[src/rtl/isr_pkg.sv]
package isr_pkg;
  localparam int unsigned ISR_W = 32;
  typedef logic [ISR_W-1:0] isr_word_t;
  // live event bits: 0..14, 16, 20..25 (bit 15 is derived)
  localparam isr_word_t ISR_LIVE_DEFAULT = 32'h03F1_7FFF;
endpackage

[src/rtl/isr_status_bank.sv]
module isr_status_bank #(
  parameter int unsigned W       = 32,
  parameter logic [W-1:0] LIVE   = '0,
  parameter int unsigned SUM_BIT = 15,
  parameter int unsigned SUM_LO  = 16,
  parameter int unsigned SUM_HI  = 25,
  parameter int unsigned SWI_BIT = 12
) (
  input  logic         clk_i,
  input  logic         rst_ni,
  input  logic [W-1:0] evt_i,
  input  logic         clr_i,
  input  logic         swi_set_i,
  output logic [W-1:0] stat_q_o,
  output logic [W-1:0] word_o
);
  localparam logic [W-1:0] STORE = LIVE & ~(W'(1) << SUM_BIT);
  localparam logic [W-1:0] SWI_M = W'(1) << SWI_BIT;

  logic [W-1:0] set_vec;
  assign set_vec = (evt_i | (swi_set_i ? SWI_M : '0)) & STORE;

  for (genvar i = 0; i < W; i++) begin : g_bit
    if (STORE[i]) begin : g_flop
      logic q, d, ce;
      always_comb begin
        ce = clr_i | set_vec[i];
        d  = set_vec[i] | (q & ~clr_i);
      end
      always_ff @(posedge clk_i or negedge rst_ni) begin
        if (!rst_ni)  q <= 1'b0;
        else if (ce)  q <= d;
      end
      assign stat_q_o[i] = q;
    end else begin : g_none
      assign stat_q_o[i] = 1'b0;
    end
  end

  always_comb begin
    word_o          = stat_q_o;
    word_o[SUM_BIT] = |stat_q_o[SUM_HI:SUM_LO];
  end
endmodule

[src/rtl/isr_ctrl_regs.sv]
module isr_ctrl_regs #(
  parameter int unsigned W      = 32,
  parameter int unsigned ADDR_W = 8,
  parameter logic [ADDR_W-1:0] OFS_STATUS = 8'h10,
  parameter logic [ADDR_W-1:0] OFS_MASK   = 8'h14,
  parameter logic [ADDR_W-1:0] OFS_ENABLE = 8'h18,
  parameter int unsigned SWI_BIT = 12
) (
  input  logic              clk_i,
  input  logic              rst_ni,
  input  logic              rd_i,
  input  logic              wr_i,
  input  logic [ADDR_W-1:0] addr_i,
  input  logic [W-1:0]      wdata_i,
  input  logic [W-1:0]      stat_word_i,
  output logic [W-1:0]      mask_q_o,
  output logic              en_q_o,
  output logic [W-1:0]      rdata_o,
  output logic              clr_o,
  output logic              swi_set_o
);
  logic hit_stat, hit_mask, hit_en;
  logic mask_ce, en_ce;
  logic [W-1:0] mask_d;
  logic en_d;

  always_comb begin
    hit_stat  = (addr_i == OFS_STATUS);
    hit_mask  = (addr_i == OFS_MASK);
    hit_en    = (addr_i == OFS_ENABLE);
    mask_ce   = wr_i & hit_mask;
    en_ce     = wr_i & hit_en;
    mask_d    = wdata_i;
    en_d      = wdata_i[0];
    clr_o     = rd_i & hit_stat;
    swi_set_o = wr_i & hit_stat & wdata_i[SWI_BIT];
    rdata_o   = '0;
    if (hit_stat)      rdata_o = stat_word_i;
    else if (hit_mask) rdata_o = mask_q_o;
    else if (hit_en)   rdata_o = {{(W-1){1'b0}}, en_q_o};
  end

  always_ff @(posedge clk_i or negedge rst_ni) begin
    if (!rst_ni)       mask_q_o <= '0;
    else if (mask_ce)  mask_q_o <= mask_d;
  end

  always_ff @(posedge clk_i or negedge rst_ni) begin
    if (!rst_ni)     en_q_o <= 1'b0;
    else if (en_ce)  en_q_o <= en_d;
  end
endmodule

[src/rtl/isr_irq_gate.sv]
module isr_irq_gate #(
  parameter int unsigned W = 32
) (
  input  logic [W-1:0] word_i,
  input  logic [W-1:0] mask_i,
  input  logic         en_i,
  output logic         irq_o
);
  always_comb irq_o = en_i & (|(word_i & mask_i));
endmodule

[src/rtl/isr_unit.sv]
module isr_unit #(
  parameter int unsigned W       = isr_pkg::ISR_W,
  parameter int unsigned ADDR_W  = 8,
  parameter logic [W-1:0] LIVE   = isr_pkg::ISR_LIVE_DEFAULT,
  parameter logic [ADDR_W-1:0] OFS_STATUS = 8'h10,
  parameter logic [ADDR_W-1:0] OFS_MASK   = 8'h14,
  parameter logic [ADDR_W-1:0] OFS_ENABLE = 8'h18,
  parameter int unsigned SUM_BIT = 15,
  parameter int unsigned SUM_LO  = 16,
  parameter int unsigned SUM_HI  = 25,
  parameter int unsigned SWI_BIT = 12
) (
  input  logic              clk_i,
  input  logic              rst_ni,
  input  logic [W-1:0]      evt_i,
  input  logic              reg_rd_i,
  input  logic              reg_wr_i,
  input  logic [ADDR_W-1:0] reg_addr_i,
  input  logic [W-1:0]      reg_wdata_i,
  output logic [W-1:0]      reg_rdata_o,
  output logic              irq_o
);
  logic [W-1:0] stat_q, stat_word, mask_q;
  logic en_q, clr, swi_set;

  isr_status_bank #(
    .W(W), .LIVE(LIVE), .SUM_BIT(SUM_BIT), .SUM_LO(SUM_LO),
    .SUM_HI(SUM_HI), .SWI_BIT(SWI_BIT)
  ) u_bank (
    .clk_i(clk_i), .rst_ni(rst_ni), .evt_i(evt_i), .clr_i(clr),
    .swi_set_i(swi_set), .stat_q_o(stat_q), .word_o(stat_word)
  );

  isr_ctrl_regs #(
    .W(W), .ADDR_W(ADDR_W), .OFS_STATUS(OFS_STATUS), .OFS_MASK(OFS_MASK),
    .OFS_ENABLE(OFS_ENABLE), .SWI_BIT(SWI_BIT)
  ) u_regs (
    .clk_i(clk_i), .rst_ni(rst_ni), .rd_i(reg_rd_i), .wr_i(reg_wr_i),
    .addr_i(reg_addr_i), .wdata_i(reg_wdata_i), .stat_word_i(stat_word),
    .mask_q_o(mask_q), .en_q_o(en_q), .rdata_o(reg_rdata_o),
    .clr_o(clr), .swi_set_o(swi_set)
  );

  isr_irq_gate #(.W(W)) u_gate (
    .word_i(stat_word), .mask_i(mask_q), .en_i(en_q), .irq_o(irq_o)
  );
endmodule

[config.mk]
export PLATFORM = sky130hd
export DESIGN_NAME = isr_unit
export DESIGN_NICKNAME = d
export VERILOG_FILES = /design/src/rtl/isr_pkg.sv /design/src/rtl/isr_status_bank.sv /design/src/rtl/isr_ctrl_regs.sv /design/src/rtl/isr_irq_gate.sv /design/src/rtl/isr_unit.sv
export SDC_FILE = /design/constraint.sdc
export NUM_CORES = 1
export LEC_CHECK = 0
export BUFFER_PORTS_ARGS = -buffer_cell sky130_fd_sc_hd__buf_2
export CORE_UTILIZATION = 29
export DETAILED_ROUTE_END_ITERATION = 10
export GPL_TIMING_DRIVEN = 1
export PLACE_DENSITY = 0.52
export SYNTH_ARGS = -nofsm -noshare
export SYNTH_HDL_FRONTEND = slang
export SYNTH_SLANG_ARGS = --single-unit
export TNS_END_PERCENT = 1
[constraint.sdc]
create_clock -name clk_i -period 1.5 [get_ports clk_i]
set_input_delay 0 -clock clk_i [delete_from_list [all_inputs] [get_ports clk_i]]
set_output_delay 0 -clock clk_i [all_outputs]
set_load 0.1 [all_outputs]
# Yosys cells after proc, flatten, opt, wreduce, memory -nomap -nowiden
# Index checks and enable logic that the tools add are counted.
# word_totals
regBits,55
in_bits,76
word_cells,108
# classes
n_eq_ne,3
n_mux,4
bitwise,75
reduce_logical,2
# ops
cell,n
32-bit two-way mux,2
1-bit OR,44
26-bit by 32-bit AND with 32-bit output,1
32-bit OR reduction,1
1-bit AND,28
26-bit OR,1
"8-bit by 5-bit == test with 1-bit output, second input constant",3
13-bit two-way mux,1
7-bit OR reduction,1
1-bit two-way mux,1
1-bit inverter,1

# Depth between registers and ports, before layout
# depth
depth_word,6
depth_mapped,5

# Modules after synthesis
# Synthesis repeated with hierarchy kept, for this count alone.
# hier_totals
cells_unflattened,288
area_unflattened_um2,3201.8
# modules_own_cells
module,n_inst,cells_each,area_per_inst_um2
isr_ctrl_regs,1,153,1804.2
isr_status_bank,1,114,1236.2
isr_irq_gate,1,21,161.4

# Worst setup path after synthesis
# OpenSTA, ideal clock, no wires.
# synth_timing
path_kind,input port to output port
startpoint,in reg_addr_i[7]
endpoint,out reg_rdata_o[0]
arrival_time_ns,2.652
slack_ns,-1.152
cell_stages,2
path_cell_list,or4_1 nor3_1
# synth_between
elab_chain_cells,4
elab_cells_between_ends,6
# synth_rtl
item,line,rtl
"start, declared",isr_unit.sv:18,"input logic [ADDR_W-1:0] reg_addr_i,"
8-bit by 5-bit == test with 1-bit output,isr_ctrl_regs.sv:30,hit_en = (addr_i == OFS_ENABLE);
1-bit two-way mux,isr_ctrl_regs.sv:40,"else if (hit_en) rdata_o = {{(W-1){1'b0}}, en_q_o};"
32-bit two-way mux,isr_ctrl_regs.sv:39,else if (hit_mask) rdata_o = mask_q_o;
32-bit two-way mux *,isr_ctrl_regs.sv:38,if (hit_stat) rdata_o = stat_word_i;
"end, declared",isr_unit.sv:20,"output logic [W-1:0] reg_rdata_o,"
# Every way passes the cells marked *; elsewhere a longest branch is shown, timed or not.

# Worst setup path in the final report
# layout_timing
startpoint,reg u_bank.g_bit[16].g_flop.q
endpoint,out irq_o
# layout_between
elab_chain_cells,4
# layout_rtl
item,line,rtl
"start, declared",isr_status_bank.sv:25,"logic q, d, ce;"
"start signal, assigned",isr_status_bank.sv:31,if (!rst_ni) q <= 1'b0;
"start signal, assigned",isr_status_bank.sv:32,else if (ce) q <= d;
7-bit OR reduction,isr_status_bank.sv:42,word_o[SUM_BIT] = |stat_q_o[SUM_HI:SUM_LO];
26-bit by 32-bit AND with 32-bit output *,isr_irq_gate.sv:9,always_comb irq_o = en_i & (|(word_i & mask_i));
32-bit OR reduction *,isr_irq_gate.sv:9,
1-bit AND *,isr_irq_gate.sv:9,
"end, declared",isr_unit.sv:21,output logic irq_o
# Marked as above.

==> summary.md <==
| Metric | Value |
|---|---|
| Nets | `434` |
| Row count | `34` |
| Final Critical Period | `1.75 ns` |
| Vias in the first global route | `2408` |
| Initial antenna violation count | `0` |
| CTS clock-pin slew for the worst setup and hold paths | `0.09 ns` |
| Most frequent cells in the layout | `65 x buf_2, 55 x dlygate4sd3_1, 54 x dfrtp_1, 36 x buf_12, 30 x mux2_4` |
| Hpwl dp | `4970 µm` |
| TritonCTS clock tree | `done` |
| Root Driver | `clkbuf_8` |
| Final worst-path cycle share | `1.17` |
| CTS sink cnt | `55` |
| Die Wd | `97.2 µm` |
| Share of the synthesized area in the top cell type | `0.524` |
| GRT Overall Usage | `0.159` |
| Worst Path Max Fanout | `4` |
| Storage element area | `1380 µm²` |
| Hold Slack | `0.0921 ns` |
| Crit end category | `primary output` |
| Synth area leader | `dfrtp_1` |
| YS warnings | `0` |
| Via count | `2202` |
| CP max stage cell | `dfrtp_2` |
| Final worst setup slack | `-0.248 ns` |
| IO Count | `109` |
| Drt first pass iters | `4` |
| Failing checks | `negative setup slack` |
| Req. time, crit path | `1.50 ns` |
| CP Buf/Inv Count | `1` |
| Final core utilization | `0.524` |
| First-pass GRT wire length | `11900 µm` |
| Core footprint | `8760 µm²` |
| Worst-margin pin slew | `0.443 ns` |
| Max Freq | `0.572 GHz` |
| Layout area overhead | `74.8%` |
| GR Overflow Total | `0` |
| Max Root-Sink Buffers | `2` |
| Slew margin rel. | `0.705` |
| # DRC | `0` |
| PortBufs | `98` |
| Count of endpoints failing setup in the final report | `2` |
| Initial DRC count | `49` |
| CP cell instances | `nor4_4 -> a21boi_1 -> o41a_1 -> buf_8` |
| Static leakage | `2.13 nW` |
| Antenna diode count | `0` |
| Die area | `9440 µm²` |
| Pwr Density | `639 nW/µm²` |
| Filler cell count | `748` |
| RSZ-0062 raised after global routing | `yes` |
| Synth unique cells | `29` |
| Antenna Nets Post-Route | `0` |
| Pre-CTS setup slack | `-0.0329 ns` |
| H-tree lvl count | `2` |
| Worst clock skew | `0 ns` |
| Crit start category | `flop` |
| Synth Cell Area | `2630 µm²` |
| Number of vias per cell | `4.73` |
| Synth area leaders | `dfrtp_1 52%, mux2_4 17%, a22o_1 7.3%, a21o_1 6.0%, a22oi_1 3.1%` |
| Worst Setup Path Type | `reg -> out` |
| Slew Viols, Final | `0` |
| Final WL | `7270 µm` |
| Pin count of the biggest net entering global routing | `33` |
| Max-cap viol count | `0` |
| Post-route cell area | `4590 µm²` |
| Placer Congestion | `0.737` |
| Outcome | `finished, violations left` |
| Slowest Stage Delay on Critical Path | `0.45 ns` |
| Seq/Total Area, Yosys | `0.524` |
| Commonest non-fill, non-tap cell in the layout | `buf_2` |
| Syn Area/Cell | `14.0 µm²` |
| Placed inst area | `3880 µm²` |
| Clk_lat worst skew | `0.30 ns` |
| Cells after Synth | `187` |
| Layout cells sized above 1 | `0.478` |
| Syn nets | `263` |
| Worst Hold Class | `in -> reg` |
| Crit-path leading delay family | `compound AO/OA/AOI/OAI gates` |
| CTS buffer count | `5` |
| Crit path DAT | `1.75 ns` |
| Die height | `97.2 µm` |
| Area of the multi-input gates | `1230 µm²` |
| VDD IR max | `0.381 mV` |
| Initial core utilization | `0.300` |
| Final Hold Viols | `0` |
| Wirelength per Cell | `15.6 µm` |
| Synth Register Bits | `55` |
| Setup TNS | `-0.292 ns` |
## state kept, by name, indices dropped and copies added (netlist names)
| name | cells |
|---|---|
| u_bank.g_bit.g_flop.q | 22 |
| u_regs.en_q_o | 1 |
| u_regs.mask_q_o | 32 |
## synthesized netlist by cell type
master,number
a21boi_0,1
a21o_1,21
a221o_1,1
a22o_1,22
a22oi_1,11
a2bb2oi_1,1
and2_1,10
and3_1,2
buf_2,5
buf_4,2
buf_6,3
clkbuf_1,1
dfrtp_1,55
mux2_2,3
mux2_4,30
mux2i_1,1
nand2_1,2
nand2b_1,1
nand3_1,1
nand4_1,3
nand4_4,1
nor2_1,2
nor2b_1,1
nor3_1,2
nor4_1,1
nor4_2,1
nor4b_4,1
o41a_1,1
or4_1,1
## routing by layer
| metal | routed length [µm] | vias to the layer above | track usage |
|---|---|---|---|
| met5 | 0 | - | 0 |
| met4 | 50 | 0 | 0.0379 |
| met3 | 278 | 5 | 0.0281 |
| met2 | 3650 | 64 | 0.280 |
| met1 | 3290 | 1082 | 0.203 |
| li1 | - | 1051 | - |
## tightest hold or removal path, cell delays in order
cell    delay (ns)
buf_2         0.11
nor4_2        0.05
mux2_2        0.20
## stage by stage
stage / power [mW] / cells
3_3_place_gp: 1.90 / 404
2_1_floorplan: 1.72 / 187
3_5_place_dp: 1.91 / 404
6_report: 2.94 / 466
5_1_grt: 3.08 / 466
4_1_cts: 2.97 / 466
## report_power, final
group / total [mW] / switching [mW] / internal [mW]
Clock: 0.938 / 0.448 / 0.490
Combinational: 0.439 / 0.169 / 0.270
Sequential: 1.56 / 0.0338 / 1.53
Total: 2.94 / 0.651 / 2.28
## cells by family (layout without fill, tap and decap cells)
| group | count (synthesis) | after routing | share of synthesized area |
|---|---|---|---|
| flops | 55 | 55 | 0.524 |
| buf+inv | 11 | 182 | 0.0295 |
| simple gates | 29 | 29 | 0.0791 |
| compound gates | 58 | 58 | 0.179 |
| mux | 34 | 34 | 0.188 |
## final cells by class
type                    count  area share
multi-input cells         121       0.268
clock inverters             1     0.00654
flip-flops and latches     55       0.300
clock buffers               6      0.0158
well taps                 108      0.0294
repair buffers            175       0.380
## path summary, 6_finish.rpt
| check | start | to | slack (ns) | cells past startpoint |
|---|---|---|---|---|
| max reg2reg | u_regs.mask_q_o[6]$_DFFE_PN0P_ | u_regs.mask_q_o[6]$_DFFE_PN0P_ | 0.59 | 2 |
| max in group asynchronous | rst_ni | u_regs.mask_q_o[3]$_DFFE_PN0P_ | 0.76 | 3 |
| min | reg_addr_i[2] | u_regs.en_q_o$_DFFE_PN0P_ | 0.09 | 3 |
| min reg2reg | u_regs.mask_q_o[28]$_DFFE_PN0P_ | u_regs.mask_q_o[28]$_DFFE_PN0P_ | 0.51 | 1 |
| min in group asynchronous | rst_ni | u_regs.mask_q_o[21]$_DFFE_PN0P_ | 0.18 | 2 |
| max | u_bank.g_bit[16].g_flop.q$_DFFE_PN0P_ | irq_o | -0.25 | 4 |
## timing repair
| action | CTS | global route |
|---|---|---|
| pin swaps | 2 | 1 |
| gates resized for setup | 6 | 7 |
| hold endpoints to repair | 71 | 0 |
| endpoints found under the setup margin | 2 | 2 |
| setup buffers | 0 | 0 |
| gates cloned | 0 | 0 |
| hold buffers | 55 | 0 |
Note: power is estimated with default switching activity, not from simulation.
